**src/rtl/link_deframer_pkg.sv**
```systemverilog
package link_deframer_pkg;
    typedef enum logic [1:0] {
        ST_HUNT = 2'd0,
        ST_HDR  = 2'd1,
        ST_BODY = 2'd2
    } dfr_state_e;
endpackage

```
**src/rtl/dfr_sync_detect.sv**
```systemverilog
module dfr_sync_detect #(
    parameter int FRAME_W = 32,
    parameter int BX_W    = 12,
    parameter int MARK_W  = 16,
    parameter logic [MARK_W-1:0] SYNC_MARK = 16'hBC5A
) (
    input  logic [FRAME_W-1:0] frame,
    output logic               is_sync,
    output logic [BX_W-1:0]    sync_bx
);
    localparam int GAP_HI = FRAME_W - MARK_W - 1;

    logic mark_ok;
    logic gap_ok;

    always_comb begin
        mark_ok = (frame[FRAME_W-1 -: MARK_W] == SYNC_MARK);
        gap_ok  = (frame[GAP_HI:BX_W] == '0);
        is_sync = mark_ok && gap_ok;
        sync_bx = frame[BX_W-1:0];
    end
endmodule

```
**src/rtl/dfr_hdr_check.sv**
```systemverilog
module dfr_hdr_check #(
    parameter int BX_W    = 12,
    parameter int LEN_W   = 8,
    parameter int MAX_LEN = 16,
    parameter int ORBIT   = 3564
) (
    input  logic [BX_W-1:0]  hdr_bx,
    input  logic [LEN_W-1:0] hdr_len,
    input  logic [BX_W-1:0]  exp_bx,
    input  logic             pass_thru,
    output logic             len_ok,
    output logic             bx_err,
    output logic [BX_W-1:0]  next_bx
);
    localparam logic [BX_W-1:0]  LAST_BX = BX_W'(ORBIT - 1);
    localparam logic [LEN_W-1:0] LEN_LIM = LEN_W'(MAX_LEN);

    always_comb begin
        len_ok  = (hdr_len <= LEN_LIM);
        bx_err  = !pass_thru && (hdr_bx != exp_bx);
        next_bx = (hdr_bx >= LAST_BX) ? '0 : hdr_bx + 1'b1;
    end
endmodule

```
**src/rtl/link_deframer.sv**
```systemverilog
module link_deframer
    import link_deframer_pkg::*;
#(
    parameter int FRAME_W = 32,
    parameter int BX_W    = 12,
    parameter int LEN_W   = 8,
    parameter int LEN_LSB = 16,
    parameter int MAX_LEN = 16,
    parameter int ORBIT   = 3564,
    parameter logic [15:0] SYNC_MARK = 16'hBC5A
) (
    input  logic               clk,
    input  logic               rst_n,
    input  logic               in_valid,
    input  logic [FRAME_W-1:0] in_frame,
    input  logic               pass_thru,
    input  logic               desync_clr,
    output logic               ev_valid,
    output logic [FRAME_W-1:0] ev_data,
    output logic               ev_sop,
    output logic               ev_eop,
    output logic [BX_W-1:0]    ev_bxid,
    output logic               ev_trunc,
    output logic               desync,
    output logic               locked
);
    localparam logic [LEN_W-1:0] ONE_LEFT = LEN_W'(1);

    typedef struct packed {
        dfr_state_e         st;
        logic [BX_W-1:0]    exp_bx;
        logic [BX_W-1:0]    cur_bx;
        logic [LEN_W-1:0]   remain;
        logic               desync;
        logic               o_valid;
        logic [FRAME_W-1:0] o_data;
        logic               o_sop;
        logic               o_eop;
        logic [BX_W-1:0]    o_bx;
        logic               o_trunc;
    } dfr_regs_t;

    dfr_regs_t r_d, r_q;

    logic            is_sync;
    logic [BX_W-1:0] sync_bx;
    logic            len_ok;
    logic            bx_err;
    logic [BX_W-1:0] next_bx;
    logic [BX_W-1:0] hdr_bx;
    logic [LEN_W-1:0] hdr_len;

    assign hdr_bx  = in_frame[BX_W-1:0];
    assign hdr_len = in_frame[LEN_LSB +: LEN_W];

    dfr_sync_detect #(
        .FRAME_W  (FRAME_W),
        .BX_W     (BX_W),
        .MARK_W   (16),
        .SYNC_MARK(SYNC_MARK)
    ) u_sync (
        .frame  (in_frame),
        .is_sync(is_sync),
        .sync_bx(sync_bx)
    );

    dfr_hdr_check #(
        .BX_W   (BX_W),
        .LEN_W  (LEN_W),
        .MAX_LEN(MAX_LEN),
        .ORBIT  (ORBIT)
    ) u_hdr (
        .hdr_bx   (hdr_bx),
        .hdr_len  (hdr_len),
        .exp_bx   (r_q.exp_bx),
        .pass_thru(pass_thru),
        .len_ok   (len_ok),
        .bx_err   (bx_err),
        .next_bx  (next_bx)
    );

    always_comb begin
        r_d         = r_q;
        r_d.o_valid = 1'b0;
        r_d.o_sop   = 1'b0;
        r_d.o_eop   = 1'b0;
        r_d.o_trunc = 1'b0;
        if (desync_clr) begin
            r_d.desync = 1'b0;
        end
        if (in_valid) begin
            if (is_sync) begin
                if (r_q.st == ST_BODY) begin
                    r_d.o_valid = 1'b1;
                    r_d.o_data  = '0;
                    r_d.o_eop   = 1'b1;
                    r_d.o_trunc = 1'b1;
                    r_d.o_bx    = r_q.cur_bx;
                end
                r_d.st     = ST_HDR;
                r_d.exp_bx = sync_bx;
                r_d.remain = '0;
                r_d.desync = 1'b0;
            end else begin
                case (r_q.st)
                    ST_HDR: begin
                        if (!len_ok) begin
                            r_d.desync = 1'b1;
                            r_d.st     = ST_HUNT;
                        end else begin
                            r_d.o_valid = 1'b1;
                            r_d.o_data  = in_frame;
                            r_d.o_sop   = 1'b1;
                            r_d.o_eop   = (hdr_len == '0);
                            r_d.o_bx    = hdr_bx;
                            r_d.cur_bx  = hdr_bx;
                            r_d.exp_bx  = next_bx;
                            if (bx_err) begin
                                r_d.desync = 1'b1;
                            end
                            if (hdr_len != '0) begin
                                r_d.remain = hdr_len;
                                r_d.st     = ST_BODY;
                            end
                        end
                    end
                    ST_BODY: begin
                        r_d.o_valid = 1'b1;
                        r_d.o_data  = in_frame;
                        r_d.o_eop   = (r_q.remain == ONE_LEFT);
                        r_d.o_bx    = r_q.cur_bx;
                        r_d.remain  = r_q.remain - 1'b1;
                        if (r_q.remain == ONE_LEFT) begin
                            r_d.st = ST_HDR;
                        end
                    end
                    default: begin
                        r_d.st = ST_HUNT;
                    end
                endcase
            end
        end
    end

    always_ff @(posedge clk) begin
        if (!rst_n) begin
            r_q <= '0;
        end else begin
            r_q <= r_d;
        end
    end

    assign ev_valid = r_q.o_valid;
    assign ev_data  = r_q.o_data;
    assign ev_sop   = r_q.o_sop;
    assign ev_eop   = r_q.o_eop;
    assign ev_bxid  = r_q.o_bx;
    assign ev_trunc = r_q.o_trunc;
    assign desync   = r_q.desync;
    assign locked   = (r_q.st != ST_HUNT);

    // idle input never produces a beat
    a_r4_idle_no_beat: assert property (@(posedge clk) disable iff (!rst_n)
        !$past(in_valid) |-> !ev_valid);

    // nothing leaves the block while it hunts for a sync
    a_r2_no_beat_unlocked: assert property (@(posedge clk) disable iff (!rst_n)
        ev_valid |-> $past(r_q.st) != ST_HUNT);

    // a truncation mark closes an event
    a_r6_trunc_is_eop: assert property (@(posedge clk) disable iff (!rst_n)
        ev_trunc |-> (ev_valid && ev_eop && !ev_sop));

    // the flag only drops through a sync or a clear
    a_r8_desync_sticky: assert property (@(posedge clk) disable iff (!rst_n)
        ($past(r_q.desync) && !$past(desync_clr) && !$past(in_valid && is_sync))
        |-> desync);

    // a sync frame relocks with a clean flag
    a_r2_sync_relocks: assert property (@(posedge clk) disable iff (!rst_n)
        $past(in_valid && is_sync) |-> (locked && !desync));

    // an oversize length drops the lock and emits nothing
    a_r7_len_unlocks: assert property (@(posedge clk) disable iff (!rst_n)
        ($past(in_valid && !is_sync && !len_ok) && $past(r_q.st) == ST_HDR)
        |-> (!locked && desync && !ev_valid));
endmodule

```
**config.mk**
```make
export PLATFORM = sky130hd
export DESIGN_NAME = link_deframer
export DESIGN_NICKNAME = d
export VERILOG_FILES = /design/src/rtl/link_deframer_pkg.sv /design/src/rtl/dfr_sync_detect.sv /design/src/rtl/dfr_hdr_check.sv /design/src/rtl/link_deframer.sv
export SDC_FILE = /design/constraint.sdc
export NUM_CORES = 1
export LEC_CHECK = 0
export BUFFER_PORTS_ARGS = -buffer_cell sky130_fd_sc_hd__buf_4
export CORE_ASPECT_RATIO = 0.75
export CORE_MARGIN = 2
export CORE_UTILIZATION = 60
export DETAILED_ROUTE_END_ITERATION = 16
export GPL_ROUTABILITY_DRIVEN = 0
export GPL_TIMING_DRIVEN = 0
export HOLD_SLACK_MARGIN = 0.03
export PLACE_DENSITY = 0.91
export SYNTH_ARGS = -nofsm -noshare
export SYNTH_HDL_FRONTEND = slang
export SYNTH_SLANG_ARGS = --single-unit
```
**constraint.sdc**
```tcl
create_clock -name clk -period 7.05 [get_ports clk]
set_clock_uncertainty 0.2 [all_clocks]
set_input_delay 1.0575 -clock clk [delete_from_list [all_inputs] [get_ports clk]]
set_output_delay 1.0575 -clock clk [all_outputs]
set_load 0.01 [all_outputs]
```
# Yosys cells after proc, flatten, opt, wreduce, memory -nomap -nowiden
# Cells that the tools add are included.
[op_classes]
magnitude_cmp = 2
addsub = 2
n_eq_ne = 10
bitwise = 4
reduce_logical = 19
muxes = 25
[ops]
columns = ["op", "n"]
rows = [
  ["$pmux W33 S2", 1],
  ["$mux W49", 1],
  ["$mux W47", 1],
  ["$mux W42", 1],
  ["$mux W33", 1],
  ["$mux W32", 1],
  ["$mux W14", 2],
  ["$pmux W13 S2", 1],
  ["$mux W24", 1],
  ["$eq A16 B16 Y1 const B", 1],
  ["$pmux W8 S2", 1],
  ["$mux W13", 1],
  ["$add A12 B1 Y12 const B", 1],
  ["$ge A12 B12 Y1 const B", 1],
  ["$mux W12", 1],
  ["$ne A12 B12 Y1", 1],
  ["$reduce_and A4 Y1", 3],
  ["$reduce_and A3 Y1", 3],
  ["$eq A8 B1 Y1 const B", 1],
  ["$le A8 B5 Y1 const B", 1],
  ["$logic_not A8 Y1", 1],
  ["$mux W8", 1],
  ["$reduce_bool A2 Y1", 4],
  ["$reduce_bool A8 Y1", 1],
  ["17 further kinds", 30],
]
[word_totals]
in_bits = 37
register_bits = 83

# Logic depth before layout (Yosys ltp)
# Gate-level depths: netlist of run 1.
[depth]
word_depth = 7
mapped_depth = 8
ltp_nobuf = 8

# By module
# From an unflattened synthesis of run 1, not the netlist that was laid out.
[unflattened]
cells_unflattened = 556
hier_area_um2 = 4479.3
[by_module_without_submodules]
columns = ["module", "n_inst", "seq_area_each_um2", "cells_each", "area_per_inst_um2"]
rows = [
  ["link_deframer", 1, 1661.6, 474, 3893.7],
  ["dfr_hdr_check", 1, 0.0, 63, 435.4],
  ["dfr_sync_detect", 1, 0.0, 19, 150.1],
]

# Worst setup path after synthesis of run 1
# No wires, ideal clock.
[synth_timing]
path_kind = "input port to flip-flop"
start = "input in_frame[23]"
end = "register r_q, in the netlist ev_data[2]"
setup_time_ns = 0.117
path_stages = 7
n_path_buf = 1
path_slack_ns = 3.861
t_arrival_ns = 2.872
path_cell_list = "or4_1 > nor4_2 > nand4b_2 > mux2i_4 > nand2_4 > buf_6 > a32o_1"
[synth_via]
elab_chain_cells = 4
elab_cells_between_ends = 7
classes_between = "1 x order compare; 3 x eq/ne; 1 x mux; 2 x reduce/logical"
[synth_rtl]
columns = ["item", "line", "source"]
rows = [
  ["start: declaration", "link_deframer.sv:15", "input logic [FRAME_W-1:0] in_frame,"],
  ["branches (longest 4 deep; another with $le A8 B5 Y1)", "--", ""],
  ["end signal: assignment", "link_deframer.sv:149", "r_q <= r_d;"],
  ["end: declaration", "link_deframer.sv:43", "dfr_regs_t r_d, r_q;"],
]
# Several ways; the timed one is not identified.
# A chain may end at the register's enable or synchronous reset.

# Worst setup path in the final report of run 1
[layout_timing]
start = "input in_frame[22]"
end = "register r_q[53] in the netlist's numbering"
[layout_via]
elab_chain_cells = 4
elab_cells_between_ends = 9
classes_between = "1 x order compare; 3 x eq/ne; 1 x mux; 4 x reduce/logical"
[layout_rtl]
columns = ["item"]
rows = [
  ["branches (longest 4 deep; another with $le A8 B5 Y1)"],
]
# Several ways; the timed one is not identified.

==> reports/metrics.cfg, run 1 <==
[run_status]
status = finished, final reports clean

[finish]
utilization = 0.7395
fin_nets = 619
layout_common_cells = buf_4, dfxtp_1, nor2_1, clkbuf_1, a32o_1
seqCellArea_mm2 = 0.001662
final_common_cell = buf_4
diodes = 0
syn_to_final_growth_pct = 21.15
fillers = 559
layoutNonFillerInstCount = 682
multi_input_area_mm2 = 0.002187
drive_above_1_share = 0.2857
fin_area_mm2 = 0.005346

[clock_network]
cts_tree = built
cts_sinks = 83
postCtsSetupBuffers = 0
clock_latency_ns = 0.35
cts-htree-levels = 3
cts_buffer_depth = 2
cts_root_buf = clkbuf_8
cts-resized-gates = 0
ctsHoldBuffers = 0
numCtsBuffers = 9
path_clk_slew_ns = 0.08

[yosys]
synth_compound_area_frac = 0.2546
syn_area_mm2 = 0.004413
synth_fp_nets = 532
synth_enable_flop_cells = 0
synthAdderAreaFrac = 0.01701
seq_area_frac_synth = 0.3765
synth_simple_gate_area_share = 0.1571
synth_ff_type = dfxtp_1
synthMuxAreaShare = 0.03913
yosysWarnings = 0
synth_top_family_by_area = compound AO/OA/AOI/OAI gates
yosysUniqueCellTypes = 60
synth_xor_area_frac = 0.02779
synthArstFlopShare = 0
yosys_register_bits = 83
synth_area_per_cell_um2 = 9.025
synth_cells = 489

[sta]
worst_pin_slew_ns = 0.8501
setup_slack_ns = 3.585
fmax_mhz = 288.6
max_slew_margin = 0.4289
period_needed_ns = 3.465
rsz0062_at_grt = false
hold_viol_final = 0
tns_ns = 0
fin_crit_sh = 0.4915
finalSetupViolCount = 0
slew_violations = 0

[critical_path]
start_kind = primary input
cp_data_arrival_time_ns = 3.52
cpMostUsedCell = nor3_1
path_buf_inv = 1
path_cells = buf_4 -> nor3_1 -> nand3_1 -> and2_1 -> nor3_1 -> nand2_1 -> a221oi_1
crit_type = in2reg
cpMaxStageDelayCell = nor3_1
slowest_delay_ns = 0.71
end_kind = flop
cp_max_fo = 9
critPathRequiredTime_ns = 7.11
path_delay_family = simple AND/OR/NAND/NOR gates

[drt]
avgViaCountPerCell = 6.346
routed_wirelength_um = 12650
wl_per_cell_um = 18.55
dr_total_vias = 4328
antenna_left = 0
drt-initial-drc-count = 467
drc = 0
dr.pass1.iters = 6

[place]
post-place-ws_ns = 3.437
io_buffers = 76
post-place-cells = 666
hpwl_um = 9145
placed_area_mm2 = 0.005110

[floorplan]
ios = 87
start_util = 0.6104
die_area_mm2 = 0.008064
row_count = 27
dieHeight_um = 78.27
core_area_mm2 = 0.007229
die_x_um = 103.0

[pwr]
power_leakage_nw = 2.214
ir_drop_mv = 0.1162
power.density_mw_per_mm2 = 172.6

[global_routing]
grt_pass1_vias = 4104
grt_pass1_wl_um = 19980
grt_usage = 0.3176
antenna_found_initial = 0
grt_max_degree = 15
grt_overflow = 0

[job]
maxCapViolations = 0

[min_path]
timing.hold.worst.class = reg2reg

## sequential cells by signal, summed over array words and instances, names as in the netlist
name      flops
r_q          34
ev_data      32
ev_bxid      12
desync        1
ev_eop        1
ev_sop        1
ev_trunc      1
ev_valid      1
## metal layers
layer,GRT usage,wire length (um),vias to the layer above
li1,-,-,1954
met1,0.4289,5446,2059
met2,0.4903,5662,271
met3,0.08192,1217,44
met4,0.1132,328,0
met5,0,0,-
## cell families (layout without fill, tap and decap cells)
group | Yosys count | count (layout)
buffers and inverters | 97 | 189
AND/OR/NAND/NOR | 131 | 131
AO/OA/AOI/OAI | 142 | 142
flip-flops | 83 | 83
XOR/XNOR | 14 | 14
adder cells (fa/ha/maj) | 6 | 6
multiplexers | 16 | 16
## synth_stat cells, types with 8 or more instances
cell type / count / area (um2)
a21oi_1: 18 / 90.09
a21oi_2: 8 / 70.07
a22oi_1: 13 / 97.59
a311oi_2: 8 / 120.1
a31oi_1: 10 / 62.56
a32o_1: 31 / 310.3
buf_4: 44 / 330.3
clkbuf_1: 31 / 116.4
dfxtp_1: 83 / 1662
inv_1: 11 / 41.29
mux2i_1: 15 / 150.1
nand2_1: 26 / 97.59
nand3_1: 11 / 55.05
nand4_1: 9 / 56.30
nor2_1: 35 / 131.4
nor3_1: 12 / 60.06
o21ai_0: 23 / 115.1
xnor2_1: 13 / 113.9
## per-stage QoR
| step | hold slack [ns] | power (mW) |
|---|---|---|
| 6_report | 0.2916 | 0.9228 |
| 5_1_grt | 0.3031 | 0.9455 |
| 3_3_place_gp | 0.2490 | 0.5342 |
| 2_1_floorplan | 0.2384 | 0.5070 |
| 4_1_cts | 0.2914 | 0.9242 |
| 3_5_place_dp | 0.2793 | 0.5360 |
## layout make-up
type	count	share of cell area
buffer	86	0.09782
clock buffer	11	0.02832
clock inverter	5	0.01591
inverter	11	0.007723
multi-input combinational	309	0.4091
sequential	83	0.3108
tap	101	0.02364
timing repair buffer	76	0.1067
## worst reg2reg max path, cell delays in order (launching register included)
cell and delay (ns):
dfxtp_1 0.34, inv_1 0.08, ha_1 0.29, nand3_1 0.31, and2_1 0.30, nor3_1 0.46
nand2_1 0.12, a221oi_1 0.31
## final timing paths
| check | start | endpoint | slack [ns] | cells after the start |
|---|---|---|---|---|
| worst max-delay path | in_frame[22] | r_q[53] | 3.58 | 7 |
| worst min-delay path | ev_data[21] | ev_data[21] | 0.29 | 2 |
| worst max register to register | r_q[82] | r_q[53] | 4.54 | 7 |
| worst min register to register | ev_data[21] | ev_data[21] | 0.29 | 2 |
## where the power goes
part	leakage, nW	switching [mW]	internal, mW
clock	0.116	0.175	0.220
sequential	0.668	0.0000000565	0.468
combinational	1.43	0.0398	0.0196
total	2.21	0.215	0.708
No activity file was read; power rests on OpenSTA's default activity.
==> run 2: changes to the inputs <==
CORE_UTILIZATION = 55   (was 60)
PLACE_DENSITY = 0.85   (was 0.91)
clock period = 3.3 ns   (was 7.05 ns; I/O delays follow)
==> reports/metrics.cfg, run 2 (synthesized netlist as in run 1, its figures left out) <==
[run_status]
status = finished, final reports clean

[finish]
drive_above_1_share = 0.2857
syn_to_final_growth_pct = 20.64
largest_reg_flops = 34
fin_nets = 619
layout_common_cells = buf_4, dfxtp_1, nor2_1, clkbuf_1, a32o_1
fin_area_mm2 = 0.005324
top_register = r_q
diodes = 0
utilization = 0.6784
fillers = 651
final_common_cell = buf_4
layoutNonFillerInstCount = 686

[clock_network]
cts-resized-gates = 0
numCtsBuffers = 9
clock_latency_ns = 0.37
cts_sinks = 83
cts_root_buf = clkbuf_8
ctsHoldBuffers = 0
cts_tree = built
cts_buffer_depth = 2
cts-htree-levels = 3
postCtsSetupBuffers = 0
path_clk_slew_ns = 0.09

[sta]
worst_pin_slew_ns = 0.8538
max_slew_margin = 0.4248
fmax_mhz = 365.7
setup_slack_ns = 0.5658
period_needed_ns = 2.734
slew_violations = 0
rsz0062_at_grt = false
fin_crit_sh = 0.8286
finalSetupViolCount = 0
tns_ns = 0
timing.hold.ws_ns = 0.1446
hold_viol_final = 0

[critical_path]
r2r_slack_ns = 0.81
slowest_delay_ns = 0.55
cpMaxStageDelayCell = or4_1
cp_max_fo = 10
r2r.worst_path.cells = 8
cp_data_arrival_time_ns = 2.81
crit_type = in2reg
path_cells = buf_4 -> or4_1 -> nor4_2 -> and4b_1 -> o21ai_0 -> and3_1 -> clkbuf_1 -> a32o_1
critPathRequiredTime_ns = 3.37
start_kind = primary input
end_kind = flop

[global_routing]
grt_pass1_wl_um = 19730
gr-usage-met2 = 0.4494
grt.busiest_layer = met2
grt_pass1_vias = 3981
gr-usage-met3 = 0.08413
grt_usage = 0.2887
antenna_found_initial = 0
grtUsageMet1 = 0.3761
grt_overflow = 0
grt_max_degree = 16

[pwr]
power_leakage_nw = 2.198
ir_drop_mv = 0.2427
power.density_mw_per_mm2 = 359.8
finalPower_mw = 1.916

[floorplan]
ios = 87
dieHeight_um = 81.58
die_area_mm2 = 0.008764
core_area_mm2 = 0.007848
start_util = 0.5623
die_x_um = 107.4
row_count = 28

[place]
hpwl_um = 9162
io_buffers = 76
post-place-ws_ns = 0.2332
placed_area_mm2 = 0.005115
post-place-cells = 670

[drt]
routed_wirelength_um = 12650
antenna_left = 0
avgViaCountPerCell = 6.188
dr_total_vias = 4245
dr.pass1.iters = 6
drt-initial-drc-count = 414
wl_per_cell_um = 18.44
drc = 0

[min_path]
timing.hold.worst.class = in2reg
hold_depth = 2

[job]
maxCapViolations = 0

run 2: cell types whose count changed in the layout (fill, tap and decap cells not counted):
cell	change
inv_6	+3
clkinv_4	-2
bufinv_16	-1
clkbuf_8	-1
clkinvlp_4	+1
run 2: report_power, final:
group	switching, mW	total [mW]	internal, mW
sequential	0.000000125	1.00	1.00
combinational	0.0840	0.126	0.0418
clock	0.411	0.789	0.378
total	0.495	1.92	1.42
run 2: area by class of cell:
type                    instances  area, um2  share of cell area
plain buffers                  86      523.0             0.09824
clock inverters                 6      71.32             0.01340
repair buffers                 76      570.5              0.1072
well taps                     105      131.4             0.02468
flip-flops and latches         83       1662              0.3121
inverters                      11      41.29            0.007756
multi-input cells             309       2187              0.4108
clock buffers                  10      137.6             0.02585
run 2: final timing paths:
check / end / start
worst max-delay path: ev_data[19] / in_frame[23]
worst min-delay path: ev_data[26] / in_frame[26]
worst max register to register: r_q[67] / r_q[82]
worst min register to register: desync / desync
run 2: critical path: cells and delay by family:
| kind | cells | cell delay (ns) |
|---|---|---|
| AOI/OAI and AO/OA | 2 | 0.39 |
| buffers and inverters | 2 | 0.39 |
| and+or+nand+nor | 4 | 1.53 |
run 2: metal layers:
metal | up-vias | routed length [um]
li1 | 1963 | -
met3 | 38 | 1280
met4 | 0 | 337
met2 | 260 | 5668
met5 | - | 0
met1 | 1984 | 5365
==> run 3: changes to the inputs <==
clock period = 2.8 ns   (was 3.3 ns; I/O delays follow)
==> reports/metrics.cfg, run 3 (synthesized netlist as in run 1, its figures left out) <==
[sta]
hold_viol_final = 0
worst_pin_slew_ns = 0.8361
fmax_mhz = 375.7
max_slew_margin = 0.4367
period_needed_ns = 2.662
rsz0062_at_grt = false
timing.hold.ws_ns = 0.07086
finalSetupViolCount = 0
slew_violations = 0
fin_crit_sh = 0.9506

[finish]
fin_nets = 619
diodes = 0
utilization = 0.6792
syn_to_final_growth_pct = 20.78
drive_above_1_share = 0.2874
layout_common_cells = buf_4, dfxtp_1, nor2_1, clkbuf_1, a32o_1
final_common_cell = buf_4
fillers = 649
largest_reg_flops = 34
layoutNonFillerInstCount = 686
top_register = r_q
fin_area_mm2 = 0.005330

[pwr]
finalPower_mw = 2.259
power_leakage_nw = 2.200
power.density_mw_per_mm2 = 423.8
ir_drop_mv = 0.2859

[drt]
drc = 0
dr_total_vias = 4268
routed_wirelength_um = 12590
wl_per_cell_um = 18.36
dr.pass1.iters = 5
avgViaCountPerCell = 6.222
antenna_left = 0
drt-initial-drc-count = 415

[floorplan]
die_area_mm2 = 0.008764
ios = 87
die_x_um = 107.4
dieHeight_um = 81.58
row_count = 28
core_area_mm2 = 0.007848
start_util = 0.5623

[critical_path]
path_cells = buf_4 -> or4_1 -> nor4_2 -> and4b_1 -> o21ai_0 -> and3_1 -> clkbuf_1 -> a32o_1
rr_startpoint = r_q[82]
critPathRequiredTime_ns = 2.87
slowest_delay_ns = 0.56
crit_path_start = in_frame[23]
crit_type = in2reg
cp_data_arrival_time_ns = 2.73
cp_max_fo = 10
start_kind = primary input
end_kind = flop
cpMaxStageDelayCell = or4_1

[min_path]
min_from = in_frame[26]
timing.hold.worst.class = in2reg

[global_routing]
grt_overflow = 0
grt_max_degree = 16
antenna_found_initial = 0
grt_pass1_vias = 3981
grt_usage = 0.2887
grt_pass1_wl_um = 19730

[clock_network]
numCtsBuffers = 9
cts_sinks = 83
cts_root_buf = clkbuf_8
cts_tree = built
path_clk_slew_ns = 0.09
cts_buffer_depth = 2
ctsHoldBuffers = 0
cts-htree-levels = 3
clock_latency_ns = 0.37
postCtsSetupBuffers = 0

[place]
hpwl_um = 9162
io_buffers = 76
placed_area_mm2 = 0.005115
post-place-cells = 670

[run_status]
status = finished, final reports clean

[job]
maxCapViolations = 0

run 3: cell counts in the layout (fill, tap and decap cells not counted):
Identical to the previous run, type by type.
run 3: layer usage:
metal / vias to the layer above / GRT usage / part of all wire
met5: - / 0 / 0
met4: 0 / 0.1269 / 0.028
met3: 43 / 0.08413 / 0.093
met2: 262 / 0.4494 / 0.44
met1: 2000 / 0.3761 / 0.43
li1: 1963 / - / -
run 3: critical path: cells and delay by family:
family / cells / cell delay (ns)
compound gates: 2 / 0.39
buf+inv: 2 / 0.38
simple gates: 4 / 1.53
run 3: cell type report:
class	count	area (um2)	share of cell area
well taps	105	131.4	0.02465
multi-input cells	309	2193	0.4115
repair buffers	76	570.5	0.1070
inverters	11	41.29	0.007746
flip-flops and latches	83	1662	0.3117
clock inverters	6	71.32	0.01338
clock buffers	10	137.6	0.02582
plain buffers	86	523.0	0.09812
run 3: per-stage QoR:
| step | setup TNS [ns] | setup slack [ns] |
|---|---|---|
| after floorplan | 0 | 0.2481 |
| after global placement | -4.745 | -0.1429 |
| after detailed placement | -6.327 | -0.1918 |
| after CTS | 0 | 0.1988 |
| after global routing | 0 | 0.02348 |
| final | 0 | 0.1384 |
run 3: worst paths after layout:
path,end,slack [ns],cells after the start
worst max register to register,r_q[67],0.30,8
worst min register to register,desync,0.29,2
worst max-delay path,ev_data[23],0.14,8
worst min-delay path,ev_data[26],0.07,2
run 3: where the power goes:
part           leakage, nW  switching [mW]  internal (mW)
clock network       0.0999           0.485          0.446
registers            0.668     0.000000146           1.18
logic                 1.43          0.0993         0.0495
total                 2.20           0.584           1.67
run 3: what timing repair did:
| item | CTS | global route |
|---|---|---|
| resized for setup | 0 | 1 |
| endpoints found under the setup margin | 0 | 1 |
| endpoints found under the hold margin | 0 | 0 |
